--- src/rtl/mad_pkg.sv ---
// Shared types and helpers for the recoded multiply-add datapath.
// Assumes radix-4 recoding with overlapping bit triples.
package mad_pkg;

    // One radix-4 signed digit: sign plus one-hot magnitude select
    typedef struct packed {
        logic neg;
        logic one;
        logic two;
    } bdig_t;

    // Map a bit triple {y(2i+1), y(2i), y(2i-1)} to a signed digit
    function automatic bdig_t booth_enc(input logic [2:0] trip);
        bdig_t d;
        d = '0;
        unique case (trip)
            3'b001, 3'b010: d.one = 1'b1;
            3'b011:         d.two = 1'b1;
            3'b100:         begin d.neg = 1'b1; d.two = 1'b1; end
            3'b101, 3'b110: begin d.neg = 1'b1; d.one = 1'b1; end
            default:        d = '0;
        endcase
        return d;
    endfunction

endpackage

--- src/rtl/mad_booth_rec.sv ---
// Radix-4 recoder. Selects the scale multiplier or the quotient digit,
// sign-extends it to an even bit count and emits NDIG signed digits.
// Assumes 2*NDIG >= QB and that the quotient digit is narrower than
// the scale multiplier.
module mad_booth_rec
    import mad_pkg::*;
#(
    parameter int MB = 15,
    parameter int QB = 11,
    localparam int NDIG = (MB + 1) / 2,
    localparam int NQD  = (QB + 1) / 2
) (
    input  logic                     mode_i,
    input  logic [MB-1:0]            scale_m_i,
    input  logic [QB-1:0]            qdig_i,
    output bdig_t [NDIG-1:0]         dig_o
);

    localparam int YB = 2 * NDIG;

    logic [YB:0] ybits;

    // Pick the active multiplier and append the implicit zero below bit 0
    always_comb begin
        if (mode_i)
            ybits = {{(YB - QB){qdig_i[QB-1]}}, qdig_i, 1'b0};
        else
            ybits = {{(YB - MB){scale_m_i[MB-1]}}, scale_m_i, 1'b0};
    end

    // One encoder per overlapping triple
    for (genvar i = 0; i < NDIG; i++) begin : g_dig
        assign dig_o[i] = booth_enc(ybits[2*i+2 : 2*i]);
    end

    // Digit legality and unused-digit checks
    always_comb begin
        for (int i = 0; i < NDIG; i++) begin

            digit_sel_chk: assert ($onehot0({dig_o[i].one, dig_o[i].two}));

            digit_negnz_chk: assert (!dig_o[i].neg || dig_o[i].one || dig_o[i].two);

            upper_zero_chk: assert (!(mode_i && i >= NQD) || dig_o[i] == '0);
        end
    end

endmodule

--- src/rtl/mad_pp_gen.sv ---
// Partial-product generator for digit IDX. Produces the selected
// multiple (one's complement if negative) shifted by 2*IDX, plus the
// hot-one bit the tree must add at weight 2^(2*IDX).
// Assumes 2*IDX < W.
module mad_pp_gen
    import mad_pkg::*;
#(
    parameter int W   = 64,
    parameter int IDX = 0
) (
    input  logic [W-1:0] mcand_i,
    input  bdig_t        dig_i,
    output logic [W-1:0] pp_o,
    output logic         hot_o
);

    logic [W-1:0] mag;

    // Select 0, a or 2a, invert if negative, then align to the digit weight
    always_comb begin
        if (dig_i.two)
            mag = {mcand_i[W-2:0], 1'b0};
        else if (dig_i.one)
            mag = mcand_i;
        else
            mag = '0;
        pp_o  = (dig_i.neg ? ~mag : mag) << (2 * IDX);
        hot_o = dig_i.neg;
    end

endmodule

--- src/rtl/mad_csa.sv ---
// 3:2 carry-save adder over W bits; the carry word is pre-shifted.
// Assumes wraparound modulo 2^W is acceptable.
module mad_csa #(
    parameter int W = 64
) (
    input  logic [W-1:0] a_i,
    input  logic [W-1:0] b_i,
    input  logic [W-1:0] c_i,
    output logic [W-1:0] s_o,
    output logic [W-1:0] c_o
);

    logic [W-1:0] maj;

    // Bitwise full-adder sum and majority carry
    always_comb begin
        s_o = a_i ^ b_i ^ c_i;
        maj = (a_i & b_i) | (a_i & c_i) | (b_i & c_i);
        c_o = maj << 1;
    end

    // Each compressor preserves the arithmetic total
    always_comb begin

        csa_conserve_chk: assert (W'(s_o + c_o) == W'(a_i + b_i + c_i));
    end

endmodule

--- src/rtl/mad_csa9.sv ---
// Nine-operand carry-save reduction tree (9 -> 6 -> 4 -> 3 -> 2),
// four full-adder levels deep. Assumes exactly nine W-bit addends.
module mad_csa9 #(
    parameter int W = 64
) (
    input  logic [8:0][W-1:0] ops_i,
    output logic [W-1:0]      sum_o,
    output logic [W-1:0]      carry_o
);

    logic [2:0][W-1:0] l1_s, l1_c;
    logic [W-1:0] l2_s0, l2_c0, l2_s1, l2_c1, l3_s, l3_c;

    // Level 1: three compressors on consecutive operand triples
    for (genvar g = 0; g < 3; g++) begin : g_l1
        mad_csa #(.W(W)) u_csa (
            .a_i(ops_i[3*g]), .b_i(ops_i[3*g+1]), .c_i(ops_i[3*g+2]),
            .s_o(l1_s[g]), .c_o(l1_c[g])
        );
    end

    // Level 2: six words to four
    mad_csa #(.W(W)) u_l2a (
        .a_i(l1_s[0]), .b_i(l1_c[0]), .c_i(l1_s[1]),
        .s_o(l2_s0), .c_o(l2_c0)
    );
    mad_csa #(.W(W)) u_l2b (
        .a_i(l1_c[1]), .b_i(l1_s[2]), .c_i(l1_c[2]),
        .s_o(l2_s1), .c_o(l2_c1)
    );

    // Level 3: four words to three
    mad_csa #(.W(W)) u_l3 (
        .a_i(l2_s0), .b_i(l2_c0), .c_i(l2_s1),
        .s_o(l3_s), .c_o(l3_c)
    );

    // Level 4: three words to the final pair
    mad_csa #(.W(W)) u_l4 (
        .a_i(l3_s), .b_i(l3_c), .c_i(l2_c1),
        .s_o(sum_o), .c_o(carry_o)
    );

endmodule

--- src/rtl/mad_recoded_muladd.sv ---
// Dual-mode recoded multiply-add. Scaling mode: mcand * scale_m.
// Recurrence mode: mcand * qdig + (rsum + rcarry) << RSH, with the two
// slots above the quotient digits reused for the residual words.
// Output is an unresolved carry-save pair, modulo 2^W.
// Assumes W >= 2*NDIG and that the quotient yields at most NDIG-2 digits.
module mad_recoded_muladd
    import mad_pkg::*;
#(
    parameter int W   = 64,
    parameter int MB  = 15,
    parameter int QB  = 11,
    parameter int RSH = 9,
    localparam int NDIG = (MB + 1) / 2,
    localparam int NQD  = (QB + 1) / 2,
    localparam int RW   = W - RSH
) (
    input  logic          mode_i,
    input  logic [W-1:0]  mcand_i,
    input  logic [MB-1:0] scale_m_i,
    input  logic [QB-1:0] qdig_i,
    input  logic [RW-1:0] rsum_i,
    input  logic [RW-1:0] rcarry_i,
    output logic [W-1:0]  sum_o,
    output logic [W-1:0]  carry_o
);

    bdig_t [NDIG-1:0]      dig;
    logic  [NDIG-1:0][W-1:0] pp;
    logic  [NDIG-1:0]      hot;
    logic  [8:0][W-1:0]    ops;
    logic  [W-1:0]         hot_word;
    logic  [W-1:0]         rs_sh, rc_sh;

    mad_booth_rec #(.MB(MB), .QB(QB)) u_rec (
        .mode_i(mode_i), .scale_m_i(scale_m_i), .qdig_i(qdig_i), .dig_o(dig)
    );

    // One multiple generator per digit
    for (genvar i = 0; i < NDIG; i++) begin : g_pp
        mad_pp_gen #(.W(W), .IDX(i)) u_pp (
            .mcand_i(mcand_i), .dig_i(dig[i]), .pp_o(pp[i]), .hot_o(hot[i])
        );
    end

    // Radix shift of the residual words
    assign rs_sh = {rsum_i, {RSH{1'b0}}};
    assign rc_sh = {rcarry_i, {RSH{1'b0}}};

    // Slot assignment: residual words displace the two unused top digits
    for (genvar i = 0; i < NDIG; i++) begin : g_slot
        if (i == NQD) begin : g_rs
            assign ops[i] = mode_i ? rs_sh : pp[i];
        end else if (i == NQD + 1) begin : g_rc
            assign ops[i] = mode_i ? rc_sh : pp[i];
        end else begin : g_pl
            assign ops[i] = pp[i];
        end
    end

    // Gather hot ones at even bit positions into the ninth addend
    always_comb begin
        hot_word = '0;
        for (int i = 0; i < NDIG; i++)
            hot_word[2*i] = hot[i];
    end
    assign ops[8] = hot_word;

    mad_csa9 #(.W(W)) u_tree (
        .ops_i(ops), .sum_o(sum_o), .carry_o(carry_o)
    );

    logic [W-1:0] op_total;

    // Tree output must equal the plain sum of all nine addends
    always_comb begin
        op_total = '0;
        for (int k = 0; k < 9; k++)
            op_total = op_total + ops[k];

        tree_total_chk: assert (W'(sum_o + carry_o) == op_total);

        hot_even_chk: assert ((hot_word & {(W/2){2'b10}}) == '0);
    end

endmodule

--- config.mk ---
export PLATFORM = sky130hd
export DESIGN_NAME = mad_recoded_muladd
export DESIGN_NICKNAME = d
export VERILOG_FILES = /design/src/rtl/mad_pkg.sv /design/src/rtl/mad_booth_rec.sv /design/src/rtl/mad_pp_gen.sv /design/src/rtl/mad_csa.sv /design/src/rtl/mad_csa9.sv /design/src/rtl/mad_recoded_muladd.sv
export SDC_FILE = /design/constraint.sdc
export NUM_CORES = 1
export LEC_CHECK = 0
export ABC_AREA = 1
export BUFFER_PORTS_ARGS = -buffer_cell sky130_fd_sc_hd__buf_2
export CAP_MARGIN = 0
export CORE_MARGIN = 4
export CORE_UTILIZATION = 40
export DETAILED_ROUTE_END_ITERATION = 8
export GPL_ROUTABILITY_DRIVEN = 1
export GPL_TIMING_DRIVEN = 0
export SLEW_MARGIN = 20
export SYNTH_ARGS = -nofsm -noshare
export SYNTH_HDL_FRONTEND = slang
export SYNTH_SLANG_ARGS = --single-unit
export TNS_END_PERCENT = 50
--- constraint.sdc ---
create_clock -name vclk -period 8.6
set_input_delay 0 -clock vclk [all_inputs]
set_output_delay 0 -clock vclk [all_outputs]
set_load 0.05 [all_outputs]
-- After elaboration in Yosys (flattened, before gate mapping)
Cells that the tools add are included.
- register bits after elaboration: 0
- bits of input ports: 201
- output and inout port bits: 128
- logic and storage cells: 180
- equality and inequality tests: 48
- mux-type cells: 51
- bitwise logic cells: 57
- reductions and logical operators: 24
- operator list (cell ; number):
    $and A63 B63 Y63 ; 19
    $or A63 B63 Y63 ; 14
    $xor A64 B64 Y64 ; 13
    $mux W64 ; 5
    $mux W62 ; 3
    $mux W60 ; 3
    $mux W58 ; 3
    $mux W56 ; 3
    $mux W54 ; 3
    $mux W52 ; 3
    $mux W50 ; 3
    $and A63 B15 Y63 ; 2
    $eq A3 B3 Y1 const B ; 24
    $not A64 Y64 ; 1
    $xor A64 B15 Y64 ; 1
    $not A62 Y62 ; 1
    $not A60 Y60 ; 1
    $not A58 Y58 ; 1
    $not A56 Y56 ; 1
    $not A54 Y54 ; 1
    $not A52 Y52 ; 1
    $not A50 Y50 ; 1
    $eq A3 B2 Y1 const B ; 16
    $reduce_or A4 Y1 ; 8
    other kinds (5) ; 49

-- Depth between registers and ports, before layout
- word-level depth: 20
- gate-level depth with buffers: 32
- mapped depth without buffers: 30

-- Cells and area by module
A second synthesis with hierarchy kept.
- cells, all modules: 4109
- area, all modules: 26765.7 sq um
- modules (own cells, without submodules) (module ; instances ; cells an instance ; area an instance (sq um) ; seq. area each (sq um)):
    mad_csa ; 7 ; 74 ; 1307.5 ; 0.0
    mad_pp_gen (g_pp[1].u_pp) ; 1 ; 411 ; 2307.2 ; 0.0
    mad_pp_gen (g_pp[5].u_pp) ; 1 ; 366 ; 1990.7 ; 0.0
    mad_pp_gen (g_pp[6].u_pp) ; 1 ; 356 ; 1989.4 ; 0.0
    mad_pp_gen (g_pp[0].u_pp) ; 1 ; 420 ; 1924.3 ; 0.0
    mad_pp_gen (g_pp[3].u_pp) ; 1 ; 390 ; 1920.6 ; 0.0
    mad_pp_gen (g_pp[2].u_pp) ; 1 ; 401 ; 1781.7 ; 0.0
    mad_pp_gen (g_pp[4].u_pp) ; 1 ; 377 ; 1702.9 ; 0.0
    mad_recoded_muladd ; 1 ; 394 ; 1614.0 ; 0.0
    mad_pp_gen (g_pp[7].u_pp) ; 1 ; 346 ; 1587.8 ; 0.0
    mad_booth_rec ; 1 ; 130 ; 794.5 ; 0.0

-- Worst setup path after synthesis
OpenSTA, ideal clock, no wires.
- kind: input -> output
- from: input port mode_i
- to: output port sum_o[14]
- data arrival time: 4553 ps
- data required time: 8600 ps
- setup slack: 4047 ps
- cell stages on the path: 19
- path buffers: 5
- path through: inv_2 buf_2 clkbuf_1 clkbuf_1 nand2_1 nand2_1 ha_1 inv_1 clkbuf_1 buf_1 nand2_1 xor2_1 a21oi_1 fa_1 inv_1 fa_1 fa_1 inv_1 fa_1
- word-level cells in the longest chain between the ends: 19
- elaborated cells on any way between the ends: 175
- those cells by class: eq/ne: 48; mux: 51; bitwise: 52; reduce/logical: 24
- RTL lines (element ; RTL line ; RTL):
    start, declared ; mad_recoded_muladd.sv:17 ; input logic mode_i,
    $mux W17 ; mad_booth_rec.sv:25 ; if (mode_i)
    $eq A3 B1 Y1, or another cell as far along ; mad_pkg.sv:16 ; unique case (trip)
    $reduce_or A4 Y1 (no source line) ; -- ;
    $mux W1 ; mad_pkg.sv:16 ;
    $mux W64, or another cell as far along ; mad_pp_gen.sv:23 ; else if (dig_i.one)
    $mux W64, or another cell as far along ; mad_pp_gen.sv:21 ; if (dig_i.two)
    $not A64 Y64, or another cell as far along ; mad_pp_gen.sv:27 ; pp_o = (dig_i.neg ? ~mag : mag) << (2 * IDX);
    $mux W64, or another cell as far along ; mad_pp_gen.sv:27 ;
    $and A63 B63 Y63 ; mad_csa.sv:18 ; maj = (a_i & b_i) | (a_i & c_i) | (b_i & c_i);
    $or A63 B63 Y63 (2 in a row) ; mad_csa.sv:18 ;
    $and A63 B63 Y63 ; mad_csa.sv:18 ;
    $or A63 B63 Y63 (2 in a row) ; mad_csa.sv:18 ;
    $and A63 B63 Y63 ; mad_csa.sv:18 ;
    $or A63 B63 Y63 (2 in a row) ; mad_csa.sv:18 ;
    $xor A64 B64 Y64 ; mad_csa.sv:17 ; s_o = a_i ^ b_i ^ c_i;
    $xor A64 B64 Y64 (*) ; mad_csa.sv:17 ;
    end, declared ; mad_recoded_muladd.sv:23 ; output logic [W-1:0] sum_o,
Mark *: on every way between the ends. The rest lies on a longest branch, timed or not.

-- Worst setup path after layout
- from: input port mode_i
- to: output port sum_o[60]
Same word-level chain as after synthesis.

==> flow_summary.yaml <==
outcome:
  result_of_the_run: "completed"
floorplan:
  floorplan.core_area_mm2: 0.0488
  io-pin-count: 329
  die-height_um: 230
  floorplan.initialDensity_pct: 40.4
  die-area_mm2: 0.0529
  row_count: 81
  die_w_um: 230
grt:
  grt_usage_pct: 35.2
  grt_pass1_vias: 20946
  grt_first_pass_wirelength_um: 139000
  globalRouteOverflowTotal: 0
  antenna_violations_before_repair: 0
  grt_max_degree: 11
yosys:
  post_synth_instance_area_mm2: 0.0197
  synthCells: 2665
  synthesis.yosys.warnings: 0
  synth_seq_area_share_pct: 0
  ys_types: 34
  post_synth.cell_area_avg_um2: 7.40
critical_path:
  worstPathArrival_ns: 7.35
  worst_setup_path_start_kind: "primary input"
  worst-path-max-fanout: 10
  worstPathRequired_ns: 8.60
  timing.setup.critical_path_class: "in -> out"
  cp-end-kind: "output port"
routing:
  ant_nets: 0
  route.detailed.vias_per_inst: 5.72
  routed_wire_length_per_instance_um: 26.4
  totalWireLength_um: 96400
  routed-via-count: 20902
  dr.first_iter.drc_count: 2041
  remaining_drc_errors: 0
  dr.pass1.iters: 6
clocking:
  cts-hold-fix-buffers: 0
  post_cts_repair_timing_setup_buffer_count: 0
  ctsResizeCount: 0
placement:
  postPlaceCellArea_mm2: 0.0222
  dpl.hpwl_um: 77700
  numPortBuffers: 325
  gpl.final_weighted_congestion: 0.998
  placedCellCount: 3657
timing:
  slew_headroom_pct: 16.8
  timing.setup.tns_ns: 0
  timing_max_transition_violations_final: 0
  period_share_pct: 85.5
  final_hold_vios: 0
  worst_slew_pin_slew_ns: 1.25
  fmaxAchievable_ghz: 0.136
  rsz0062_at_grt: "false"
  setup_violations: 0
  min_period_ns: 7.35
final_layout:
  combined_flip_flop_and_latch_cell_area_um2: 0
  stdcell_count: 3657
  design.seq.count: 0
  nClkBuffers: 0
  drive_gt1_share_pct: 16.4
  area_growth_pct: 12.6
  fin_util_pct: 45.4
  diodes: 0
  postLayoutCellArea_mm2: 0.0222
  layout.nets: 3621
run:
  drv_cap: 0
worst_hold_path:
  holdCritPathClass: "in -> out"
==> per-stage QoR <==
step                      setup slack (ns)  hold slack (ns)
after floorplan                       4.05            0.542
after global placement                1.60            0.849
after detailed placement              1.58            0.844
after CTS                             1.53            0.852
after global routing                  1.04            0.923
final                                 1.25            0.815
==> layout make-up <==
cell class / instances / area (um^2)
inverters: 605 / 2270
plain buffers: 224 / 1030
multi-input cells: 1839 / 16400
well taps: 664 / 831
repair buffers: 325 / 1630
fillers: 5276 / 26700
==> cell usage after synthesis (all sizes together) <==
library cell	count	share of area [%]
clkinv	4	0.082
a31oi	1	0.032
ha	90	5.7
inv	601	11
nand3	48	1.2
a22oi	1	0.038
o22ai	388	13
nand2	198	4.1
o21ai	54	1.4
conb	1	0.019
nor2	211	4.0
a211oi	2	0.076
buf	111	3.1
xnor2	1	0.044
clkbuf	113	2.2
nand3b	1	0.038
o21bai	1	0.038
xor2	336	15
fa	335	34
a21oi	160	4.1
or2	8	0.25
==> final timing paths <==
kind / depth (start not counted) / slack [ns] / startpoint / end
setup / recovery: 21 / 1.25 / mode_i / sum_o[60]
hold / removal: 9 / 0.81 / rsum_i[54] / sum_o[63]
==> kinds of logic after synthesis <==
family | Yosys count | share of synthesized area [%]
other | 1 | 0.0190
adder cells (fa/ha/maj) | 425 | 39.7
buffers and inverters | 829 | 16.7
XOR/XNOR | 337 | 15.0
AO/OA/AOI/OAI | 607 | 18.9
AND/OR/NAND/NOR | 466 | 9.64
==> critical path: stages <==
cell	delay, ns
buf_2	0.13
inv_2	0.13
buf_2	0.35
clkbuf_1	0.42
clkbuf_1	0.83
nand2_1	0.10
nand2_1	0.10
ha_1	0.30
inv_1	0.15
clkbuf_1	0.77
buf_1	0.81
nand2_1	0.15
xor2_1	0.19
a21oi_1	0.69
ha_1	0.36
inv_1	0.07
fa_1	0.44
fa_1	0.56
inv_1	0.05
fa_1	0.48
buf_2	0.26
==> placed cells by master, fill, tap and decap left out, types with 3 or more instances in the layout <==
cell      count
nand2_1     178
xor2_1      336
o21ai_1       3
conb_1        4
o21ai_0      49
a21oi_1     160
nand3_1      47
buf_2       397
fa_1        335
clkbuf_1    108
o22ai_1     359
nand2_2      18
or2_1         4
o22ai_2      29
ha_1         90
buf_6         7
clkbuf_2      5
buf_1        20
clkinv_1      3
inv_1       589
or2_2         4
nor2_1      210
buf_4        12
inv_2        12
==> metal layers <==
metal	up-vias	track usage, %	share of wire, %
met5	-	1.01	0.078
met4	2	16.6	6.3
met3	295	7.66	11
met2	1334	54.3	43
met1	10256	46.9	39
li1	9015	-	-
Power is left out: the tool's default activity adds up to more than one toggle a clock period on the data nets, which glitch-free logic cannot reach.
